--- src/rtl/pt_grp_pkg.sv ---
package pt_grp_pkg;
  typedef enum logic [3:0] {
    A_SCALE   = 4'd0,
    A_START   = 4'd1,
    A_STOP    = 4'd2,
    A_RESYNC  = 4'd3,
    A_SIE_SET = 4'd4,
    A_SIE_CLR = 4'd5,
    A_RIE_SET = 4'd6,
    A_RIE_CLR = 4'd7,
    A_SFL_CLR = 4'd8,
    A_RFL_CLR = 4'd9,
    A_RESTART = 4'd10
  } pt_addr_e;

  // restart slot write fields
  localparam int unsigned RS_OWNER_LSB = 0;
  localparam int unsigned RS_SRC_LSB   = 8;
  localparam int unsigned RS_SLOT_BIT  = 16;
  localparam int unsigned RS_EN_BIT    = 24;
endpackage

--- src/rtl/pt_prescaler.sv ---
module pt_prescaler #(
  parameter int unsigned SCALE_W = 3
) (
  input  logic               clk_i,
  input  logic               rst_ni,
  input  logic               en_i,
  input  logic               code_we_i,
  input  logic [SCALE_W-1:0] code_i,
  output logic               tick_o
);
  localparam int unsigned CNT_W = (1 << SCALE_W) - 1;

  logic [SCALE_W-1:0] code_q;
  logic [CNT_W-1:0]   cnt_q;
  logic [CNT_W-1:0]   lim;

  assign lim    = ~({CNT_W{1'b1}} << code_q);
  assign tick_o = en_i && (cnt_q == lim);

  always_ff @(posedge clk_i or negedge rst_ni) begin
    if (!rst_ni) begin
      code_q <= '0;
      cnt_q  <= '0;
    end else begin
      if (code_we_i) code_q <= code_i;
      if (!en_i || code_we_i) cnt_q <= '0;
      else if (cnt_q == lim)  cnt_q <= '0;
      else                    cnt_q <= cnt_q + 1'b1;
    end
  end
endmodule

--- src/rtl/pt_restart_mux.sv ---
module pt_restart_mux #(
  parameter int unsigned NCH   = 8,
  parameter int unsigned IDX_W = 3
) (
  input  logic             clk_i,
  input  logic             rst_ni,
  input  logic             cfg_we_i,
  input  logic [IDX_W-1:0] cfg_owner_i,
  input  logic [IDX_W-1:0] cfg_src_i,
  input  logic             cfg_slot_i,
  input  logic             cfg_en_i,
  input  logic [NCH-1:0]   loop_exit_i,
  output logic [NCH-1:0]   trig_o
);
  localparam int unsigned NSLOT = 2;

  for (genvar ch = 0; ch < NCH; ch++) begin : g_ch
    logic [NSLOT-1:0] hit;
    for (genvar s = 0; s < NSLOT; s++) begin : g_slot
      logic [IDX_W-1:0] src_q;
      logic             en_q;
      always_ff @(posedge clk_i or negedge rst_ni) begin
        if (!rst_ni) begin
          src_q <= '0;
          en_q  <= 1'b0;
        end else if (cfg_we_i && (32'(cfg_owner_i) == ch) && (32'(cfg_slot_i) == s)) begin
          src_q <= cfg_src_i;
          en_q  <= cfg_en_i;
        end
      end
      assign hit[s] = en_q && (32'(src_q) < NCH) && loop_exit_i[src_q];
    end
    assign trig_o[ch] = |hit;
  end
endmodule

--- src/rtl/pt_irq_regs.sv ---
module pt_irq_regs #(
  parameter int unsigned NCH = 8
) (
  input  logic           clk_i,
  input  logic           rst_ni,
  input  logic [NCH-1:0] mask_i,
  input  logic           sie_set_i,
  input  logic           sie_clr_i,
  input  logic           rie_set_i,
  input  logic           rie_clr_i,
  input  logic           sfl_clr_i,
  input  logic           rfl_clr_i,
  input  logic [NCH-1:0] stop_ev_i,
  input  logic [NCH-1:0] rdy_ev_i,
  output logic [NCH-1:0] stop_fl_o,
  output logic [NCH-1:0] rdy_fl_o,
  output logic           irq_o
);
  logic [NCH-1:0] sie_q, rie_q, sfl_q, rfl_q;

  always_ff @(posedge clk_i or negedge rst_ni) begin
    if (!rst_ni) begin
      sie_q <= '0;
      rie_q <= '0;
      sfl_q <= '0;
      rfl_q <= '0;
    end else begin
      if (sie_set_i) sie_q <= sie_q | mask_i;
      if (sie_clr_i) sie_q <= sie_q & ~mask_i;
      if (rie_set_i) rie_q <= rie_q | mask_i;
      if (rie_clr_i) rie_q <= rie_q & ~mask_i;
      // event set wins over clear
      sfl_q <= (sfl_q & ~(sfl_clr_i ? mask_i : '0)) | stop_ev_i;
      rfl_q <= (rfl_q & ~(rfl_clr_i ? mask_i : '0)) | rdy_ev_i;
    end
  end

  assign stop_fl_o = sfl_q;
  assign rdy_fl_o  = rfl_q;
  assign irq_o     = |((sfl_q & sie_q) | (rfl_q & rie_q));
endmodule

--- src/rtl/pt_group_ctrl.sv ---
module pt_group_ctrl
  import pt_grp_pkg::*;
#(
  parameter int unsigned NCH     = 8,
  parameter int unsigned SCALE_W = 3,
  parameter int unsigned DATA_W  = 32
) (
  input  logic              clk_i,
  input  logic              rst_ni,
  input  logic              wr_en_i,
  input  logic [3:0]        wr_addr_i,
  input  logic [DATA_W-1:0] wr_data_i,
  input  logic [NCH-1:0]    loop_exit_i,
  input  logic [NCH-1:0]    done_i,
  input  logic [NCH-1:0]    query_mask_i,
  output logic [NCH-1:0]    start_o,
  output logic [NCH-1:0]    stop_o,
  output logic              tick_o,
  output logic [NCH-1:0]    active_o,
  output logic              query_any_o,
  output logic              irq_o
);
  localparam int unsigned IDX_W = (NCH > 1) ? $clog2(NCH) : 1;

  logic [NCH-1:0] mask;
  logic           we_scale, we_start, we_stop, we_rsync, we_rs;
  logic [NCH-1:0] cmd_start, cmd_stop, cmd_rsync;
  logic [NCH-1:0] trig, launch, start_req, stop_req;
  logic [NCH-1:0] active_q, pend_q, start_q, stop_q;
  logic [NCH-1:0] stop_fl, rdy_fl;
  logic           tick, ps_en;
  logic           unused_bits;

  assign mask     = wr_data_i[NCH-1:0];
  assign we_scale = wr_en_i && (wr_addr_i == A_SCALE);
  assign we_start = wr_en_i && (wr_addr_i == A_START);
  assign we_stop  = wr_en_i && (wr_addr_i == A_STOP);
  assign we_rsync = wr_en_i && (wr_addr_i == A_RESYNC);
  assign we_rs    = wr_en_i && (wr_addr_i == A_RESTART);
  assign unused_bits = ^wr_data_i;

  assign cmd_start = we_start ? mask : '0;
  assign cmd_stop  = we_stop  ? mask : '0;
  assign cmd_rsync = we_rsync ? mask : '0;

  assign ps_en = |{active_q, pend_q};

  pt_prescaler #(.SCALE_W(SCALE_W)) u_ps (
    .clk_i     (clk_i),
    .rst_ni    (rst_ni),
    .en_i      (ps_en),
    .code_we_i (we_scale),
    .code_i    (wr_data_i[SCALE_W-1:0]),
    .tick_o    (tick)
  );

  pt_restart_mux #(.NCH(NCH), .IDX_W(IDX_W)) u_rs (
    .clk_i       (clk_i),
    .rst_ni      (rst_ni),
    .cfg_we_i    (we_rs),
    .cfg_owner_i (wr_data_i[RS_OWNER_LSB +: IDX_W]),
    .cfg_src_i   (wr_data_i[RS_SRC_LSB +: IDX_W]),
    .cfg_slot_i  (wr_data_i[RS_SLOT_BIT]),
    .cfg_en_i    (wr_data_i[RS_EN_BIT]),
    .loop_exit_i (loop_exit_i),
    .trig_o      (trig)
  );

  // pending resync channels launch together on a tick
  assign launch    = tick ? pend_q : '0;
  assign stop_req  = cmd_stop | cmd_rsync;
  assign start_req = (cmd_start | trig | launch) & ~stop_req;

  always_ff @(posedge clk_i or negedge rst_ni) begin
    if (!rst_ni) begin
      active_q <= '0;
      pend_q   <= '0;
      start_q  <= '0;
      stop_q   <= '0;
    end else begin
      active_q <= (active_q & ~done_i & ~stop_req) | start_req;
      pend_q   <= (pend_q & ~start_req & ~cmd_stop) | cmd_rsync;
      start_q  <= start_req;
      stop_q   <= stop_req;
    end
  end

  pt_irq_regs #(.NCH(NCH)) u_irq (
    .clk_i     (clk_i),
    .rst_ni    (rst_ni),
    .mask_i    (mask),
    .sie_set_i (wr_en_i && (wr_addr_i == A_SIE_SET)),
    .sie_clr_i (wr_en_i && (wr_addr_i == A_SIE_CLR)),
    .rie_set_i (wr_en_i && (wr_addr_i == A_RIE_SET)),
    .rie_clr_i (wr_en_i && (wr_addr_i == A_RIE_CLR)),
    .sfl_clr_i (wr_en_i && (wr_addr_i == A_SFL_CLR)),
    .rfl_clr_i (wr_en_i && (wr_addr_i == A_RFL_CLR)),
    .stop_ev_i (done_i),
    .rdy_ev_i  (loop_exit_i),
    .stop_fl_o (stop_fl),
    .rdy_fl_o  (rdy_fl),
    .irq_o     (irq_o)
  );

  assign start_o     = start_q;
  assign stop_o      = stop_q;
  assign tick_o      = tick;
  assign active_o    = active_q;
  assign query_any_o = |(active_q & query_mask_i);
endmodule

--- config.mk ---
export PLATFORM = sky130hd
export DESIGN_NAME = pt_group_ctrl
export DESIGN_NICKNAME = d
export VERILOG_FILES = /design/src/rtl/pt_grp_pkg.sv /design/src/rtl/pt_prescaler.sv /design/src/rtl/pt_restart_mux.sv /design/src/rtl/pt_irq_regs.sv /design/src/rtl/pt_group_ctrl.sv
export SDC_FILE = /design/constraint.sdc
export NUM_CORES = 1
export LEC_CHECK = 0
export BUFFER_PORTS_ARGS = -buffer_cell sky130_fd_sc_hd__buf_2
export CAP_MARGIN = 40
export CORE_MARGIN = 8
export CORE_UTILIZATION = 63
export DETAILED_ROUTE_END_ITERATION = 10
export PLACE_DENSITY = 0.91
export SETUP_SLACK_MARGIN = 0.15
export SYNTH_ARGS = -nofsm -noshare
export SYNTH_HDL_FRONTEND = slang
export SYNTH_HIERARCHICAL = 1
export SYNTH_SLANG_ARGS = --single-unit
--- constraint.sdc ---
create_clock -name clk_i -period 6.3 [get_ports clk_i]
set_input_delay 0 -clock clk_i [delete_from_list [all_inputs] [get_ports clk_i]]
set_output_delay 0 -clock clk_i [all_outputs]
set_load 0.005 [all_outputs]
### After elaboration in Yosys (flattened, before gate mapping)

Index checks and enable logic that the tools add are counted.

| storage, ports and cells | value |
|---|---|
| register bits | 138 |
| bits in latches | 0 |
| bits in writable memories | 0 |
| bits in read-only memories | 0 |
| output and inout port bits | 27 |
| memories | 0 |

| operators by class | value |
|---|---|
| add/subtract/negate cells | 1 |
| multiply operators | 0 |
| div/mod/pow operators | 0 |
| order comparisons | 16 |
| eq/ne operators | 18 |
| shift operators | 1 |
| mux-type cells | 44 |
| bitwise operators | 31 |
| reduce and logical (&&, ||, !) cells | 69 |

Operators with widths:

| cell | number |
|---|---|
| bitwise AND 8 bit | 12 |
| two-way mux 8 bit | 10 |
| OR 8 bit | 10 |
| less-than comparator 3 x 4 -> 1 bit, second input constant | 16 |
| NOT 8 bit | 7 |
| logical AND 1 bit | 52 |
| binary-select mux 1 bit (select 3 bit) | 16 |
| equality test 4 x 3 -> 1 bit, second input constant | 4 |
| two-way mux 1 bit | 16 |
| OR reduction 16 bit | 1 |
| OR reduction 2 bit | 8 |
| OR reduction 8 bit | 2 |
| two-way mux 7 bit | 2 |
| equality test 3 bit, second input constant | 4 |
| equality test 4 bit, second input constant | 3 |
| equality test 4 x 2 -> 1 bit, second input constant | 2 |
| adder 7 x 1 -> 7 bit, second input constant | 1 |
| equality test 7 bit | 1 |
| NOT 7 bit | 1 |
| << shifter 7 x 3 -> 7 bit, first input constant | 1 |
| equality test 3 x 2 -> 1 bit, second input constant | 2 |
| equality test 4 x 1 -> 1 bit, second input constant | 1 |
| zero test 4 bit | 1 |
| nonzero test 2 bit | 2 |
| 5 further kinds | 5 |

### Depth between registers and ports, before layout

| depth | value |
|---|---|
| depth in word-level cells | 11 |
| depth in mapped cells | 10 |

### By module

The synthesis kept the hierarchy.

By module, submodules not included:

| module | instances | cells an instance | area each (sq um) |
|---|---|---|---|
| pt_restart_mux | 1 | 295 | 3708.6 |
| pt_group_ctrl | 1 | 139 | 1472.7 |
| pt_irq_regs | 1 | 111 | 1270.0 |
| pt_prescaler | 1 | 54 | 600.6 |

### Worst setup path after synthesis

Ideal clock, no wire load.

| path | value |
|---|---|
| path type | register to register |
| from | register u_ps.code_q[1] |
| to | register pend_q[7] |
| library setup time | 0.122 ns |
| arrival time | 2.366 ns |
| slack | 3.813 ns |
| cell stages (with the launch flop) | 10 |
| buffers on the path | 3 |
| cells stage by stage | dfrtp_1 > buf_6 > or3_1 > or3_4 > a32oi_4 > and3_1 > clkbuf_1 > buf_6 > nor2_1 > a32o_1 |

| on the way | value |
|---|---|
| cells in the longest elaborated chain, start to end | 11 |

Ends and longest elaborated chain:

| element | line | RTL |
|---|---|---|
| start: declaration | pt_prescaler.sv:13 | `logic [SCALE_W-1:0] code_q;` |
| start signal: assignment | pt_prescaler.sv:25 | `if (code_we_i) code_q <= code_i;` |
| << shifter 7 x 3 -> 7 bit | pt_prescaler.sv:17 | `assign lim = ~({CNT_W{1'b1}} << code_q);` |
| NOT 7 bit | pt_prescaler.sv:17 |  |
| equality test 7 bit | pt_prescaler.sv:18 | `assign tick_o = en_i && (cnt_q == lim);` |
| logical AND 1 bit | pt_prescaler.sv:18 |  |
| net tick_o | pt_group_ctrl.sv:18 | `output logic tick_o,` |
| two-way mux 8 bit | pt_group_ctrl.sv:70 | `assign launch = tick ? pend_q : '0;` |
| OR 8 bit | pt_group_ctrl.sv:72 | `assign start_req = (cmd_start \| trig \| launch) & ~stop_req;` |
| bitwise AND 8 bit | pt_group_ctrl.sv:72 |  |
| NOT 8 bit | pt_group_ctrl.sv:82 | `pend_q <= (pend_q & ~start_req & ~cmd_stop) \| cmd_rsync;` |
| bitwise AND 8 bit (2 in a row) | pt_group_ctrl.sv:82 |  |
| OR 8 bit | pt_group_ctrl.sv:82 |  |
| end signal: assignment | pt_group_ctrl.sv:82 |  |
| end: declaration | pt_group_ctrl.sv:29 | `logic [NCH-1:0] active_q, pend_q, start_q, stop_q;` |

The timed path passes the listed nets, and every way through them passes these cells.
A chain may end at the register's enable or synchronous reset.

### Worst setup path after layout

| path | value |
|---|---|
| from | register u_ps.code_q[0] |
| to | output port tick_o |

| on the way | value |
|---|---|
| cells in the longest elaborated chain, start to end | 4 |

Ends and longest elaborated chain:

| element | line |
|---|---|
| << shifter 7 x 3 -> 7 bit | pt_prescaler.sv:17 |
| NOT 7 bit | pt_prescaler.sv:17 |
| equality test 7 bit | pt_prescaler.sv:18 |
| logical AND 1 bit | pt_prescaler.sv:18 |
| end: declaration | pt_group_ctrl.sv:18 |

No other way between the ends.

==> results.ini <==
[timing]
clock-skew-final_ns = 0.0164
rsz0062_at_grt = false
fin_crit_sh_pct = 46.3
fin_crit_ns = 2.92
tns_ns = 0
tightest_slew_ns = 0.912
max_freq_mhz = 343
finalMaxSlewViolations = 0
setup_viol = 0
final_hold_viol_count = 0
max_slew_margin_pct = 39.2

[floorplan]
fp.dieW_um = 122
dieArea_um2 = 14800
num_rows = 38
coreArea_um2 = 10900
die_h_um = 122
ios = 90
start_util_pct = 64.8

[power]
p_leak_uw = 0.00376
pwr-share-clk_pct = 40.7
cellPowerDensity_nw_per_um2 = 300
worst_ir_drop_vdd_uv = 246
p_comb_share_pct = 17.0
internal_power_uw = 1800
total_power_uw = 2550
seq_power_share_pct = 42.3
netSwitchingPower_uw = 749
power_switching_share_pct = 29.4

[final_layout]
drive_gt1_share_pct = 30.8
multiInputGateArea_um2 = 3360
final_common_cell = dfrtp_1
diodes = 0
layout_common_cells = dfrtp_1, mux2_2, buf_2
fin_area_um2 = 8480
area_growth_pct = 20.3
nets = 766
fillers = 594
regArea_um2 = 3450

[run]
cap_violations = 0

[route]
drc = 0
wl_per_cell_um = 25.1
routed_wl_um = 21500
vias = 5998
initialDrtViolationCount = 1039
avgViaCountPerCell = 7.02
drtPass1Iterations = 5
ant_nets = 0

[yosys]
synthArstFlopShare_pct = 100
synth-seq-area-share_pct = 49.0
mappedNetlistArea_um2 = 7050
ys_warn_count = 6
synthFlopType = dfrtp_1
synthCells = 599
yosysTopAreaCell = dfrtp_1
syn_avg_cell_area_um2 = 11.8
ys_ff_latch = 138
synth_area_leaders = dfrtp_1, mux2_2, mux4_2, a21oi_1, a21o_1
synth_edf_count = 0
synth_top_area_share_pct = 49.0
yosysUniqueCellTypes = 50
synth.net_count = 663

[grt]
grt_pass1_wl_um = 34000
grt_start_max_net_pins = 55
grtUsageTotal_pct = 29.8
grt-ovfl-total = 0
grt_antenna_before_repair = 0
grt_pass1_vias = 6193

[worst_setup_path]
crit_required_ns = 6.30
path_class = reg -> out
slowest_stage = and3_1
cp-start-kind = flop
cpPeakStageDelay_ns = 0.59
critPathMaxFanout = 17
cp.arrival_ns = 2.92
cp_top_family = simple AND/OR/NAND/NOR gates
cp_num_buf_inv = 1
crit_chain = or3_1, or3_4, a32oi_4, and3_1, buf_2
cp-end-kind = primary output

[clock_tree]
cts_sinks = 138
cts_setup_buffers = 0
hold_buffers = 43
cts_buffers = 17
clk_latency_ns = 0.54
root_buffer = clkbuf_8
clkTransAtPathRegs_ns = 0.07
cts_resized = 0
htreeDepth = 4
cts_tree = done
cts_buffer_depth = 2

[placement]
gp_congestion = 0.831
portBuffers = 70
dp_hpwl_um = 11800
post_dp_cell_area_um2 = 7440

[hold_path]
hp-class = in -> reg

[status]
outcome = finished, final reports clean

==> final timing paths <==
kind | startpoint | endpoint | slack [ns] | cells after the start
setup / recovery | u_ps/code_q[0] | tick_o | 3.38 | 5
hold / removal | wr_data_i[24] | u_rs/g_ch[1].g_slot[0].en_q | 0.02 | 2
setup reg to reg | u_ps/code_q[0] | active_o[5] | 3.53 | 7
hold reg to reg | u_irq/rdy_fl_o[7] | u_irq/rdy_fl_o[7] | 0.50 | 1
max in group asynchronous | rst_ni | pend_q[2] | 4.44 | 4
min in group asynchronous | rst_ni | u_ps/cnt_q[2] | 0.47 | 3
==> final cells by class <==
type / count / area share, %
clock buffer: 18 / 5.04
clock inverter: 14 / 2.17
inverter: 19 / 0.841
multi-input combinational: 411 / 39.6
sequential: 138 / 40.7
tap: 140 / 2.06
timing repair buffer: 115 / 9.56
==> kinds of logic (layout without fill, tap and decap cells) <==
family	after synthesis	in the layout	share of synthesized area, %
DFF	138	138	49.0
AOI/OAI and AO/OA	138	138	14.2
adders and majority gates	1	1	0.177
and+or+nand+nor	150	150	11.5
xor gates and xnor gates	7	7	0.869
muxes	115	115	20.8
buffers and inverters	50	166	3.37
==> worst reg2reg max path, delay by kind of cell, from the launching register on <==
kind	cells	cell delay, ns
AOI/OAI and AO/OA	4	0.89
DFF	1	0.45
and+or+nand+nor	3	1.35
==> cell usage after synthesis (7+ instances only) <==
cell / number
dfrtp_1: 138
mux2_2: 79
a21oi_1: 40
nor2_1: 36
a21o_1: 25
nand2b_1: 22
nand2_1: 21
clkbuf_1: 18
inv_1: 18
nor2b_1: 17
mux2i_1: 16
mux4_2: 16
o22ai_1: 16
nand3_1: 13
a211oi_1: 8
a221o_1: 8
a31oi_1: 8
a32o_1: 8
o31ai_1: 8
nor3_1: 7
==> routing by layer <==
layer	vias to the layer above	GRT usage (%)	wire length [µm]
li1	2446	-	-
met1	2951	34.9	7840
met2	491	49.8	10600
met3	110	6.89	2090
met4	0	16.5	985
met5	-	0	0
==> per-stage QoR <==
stage	std cells	utilization (%)	setup WS, ns	hold WS (ns)
4_1_cts	855	77.9	3.38	0.00193
2_1_floorplan	599	-	3.81	-0.296
6_report	855	77.9	3.38	0.0209
5_1_grt	855	77.9	3.26	0.0223
3_5_place_dp	780	68.3	3.65	0.0117
3_3_place_gp	779	68.2	3.71	0.206
==> power by group through the flow <==
stage / registers, µW / clock network [µW] / logic (µW)
2_1_floorplan: 1050 / 0 / 277
3_3_place_gp: 1070 / 0 / 372
3_5_place_dp: 1080 / 0 / 393
4_1_cts: 1070 / 1040 / 420
5_1_grt: 1090 / 1080 / 467
6_report: 1080 / 1040 / 434
Note: power is estimated with default switching activity, not from simulation.
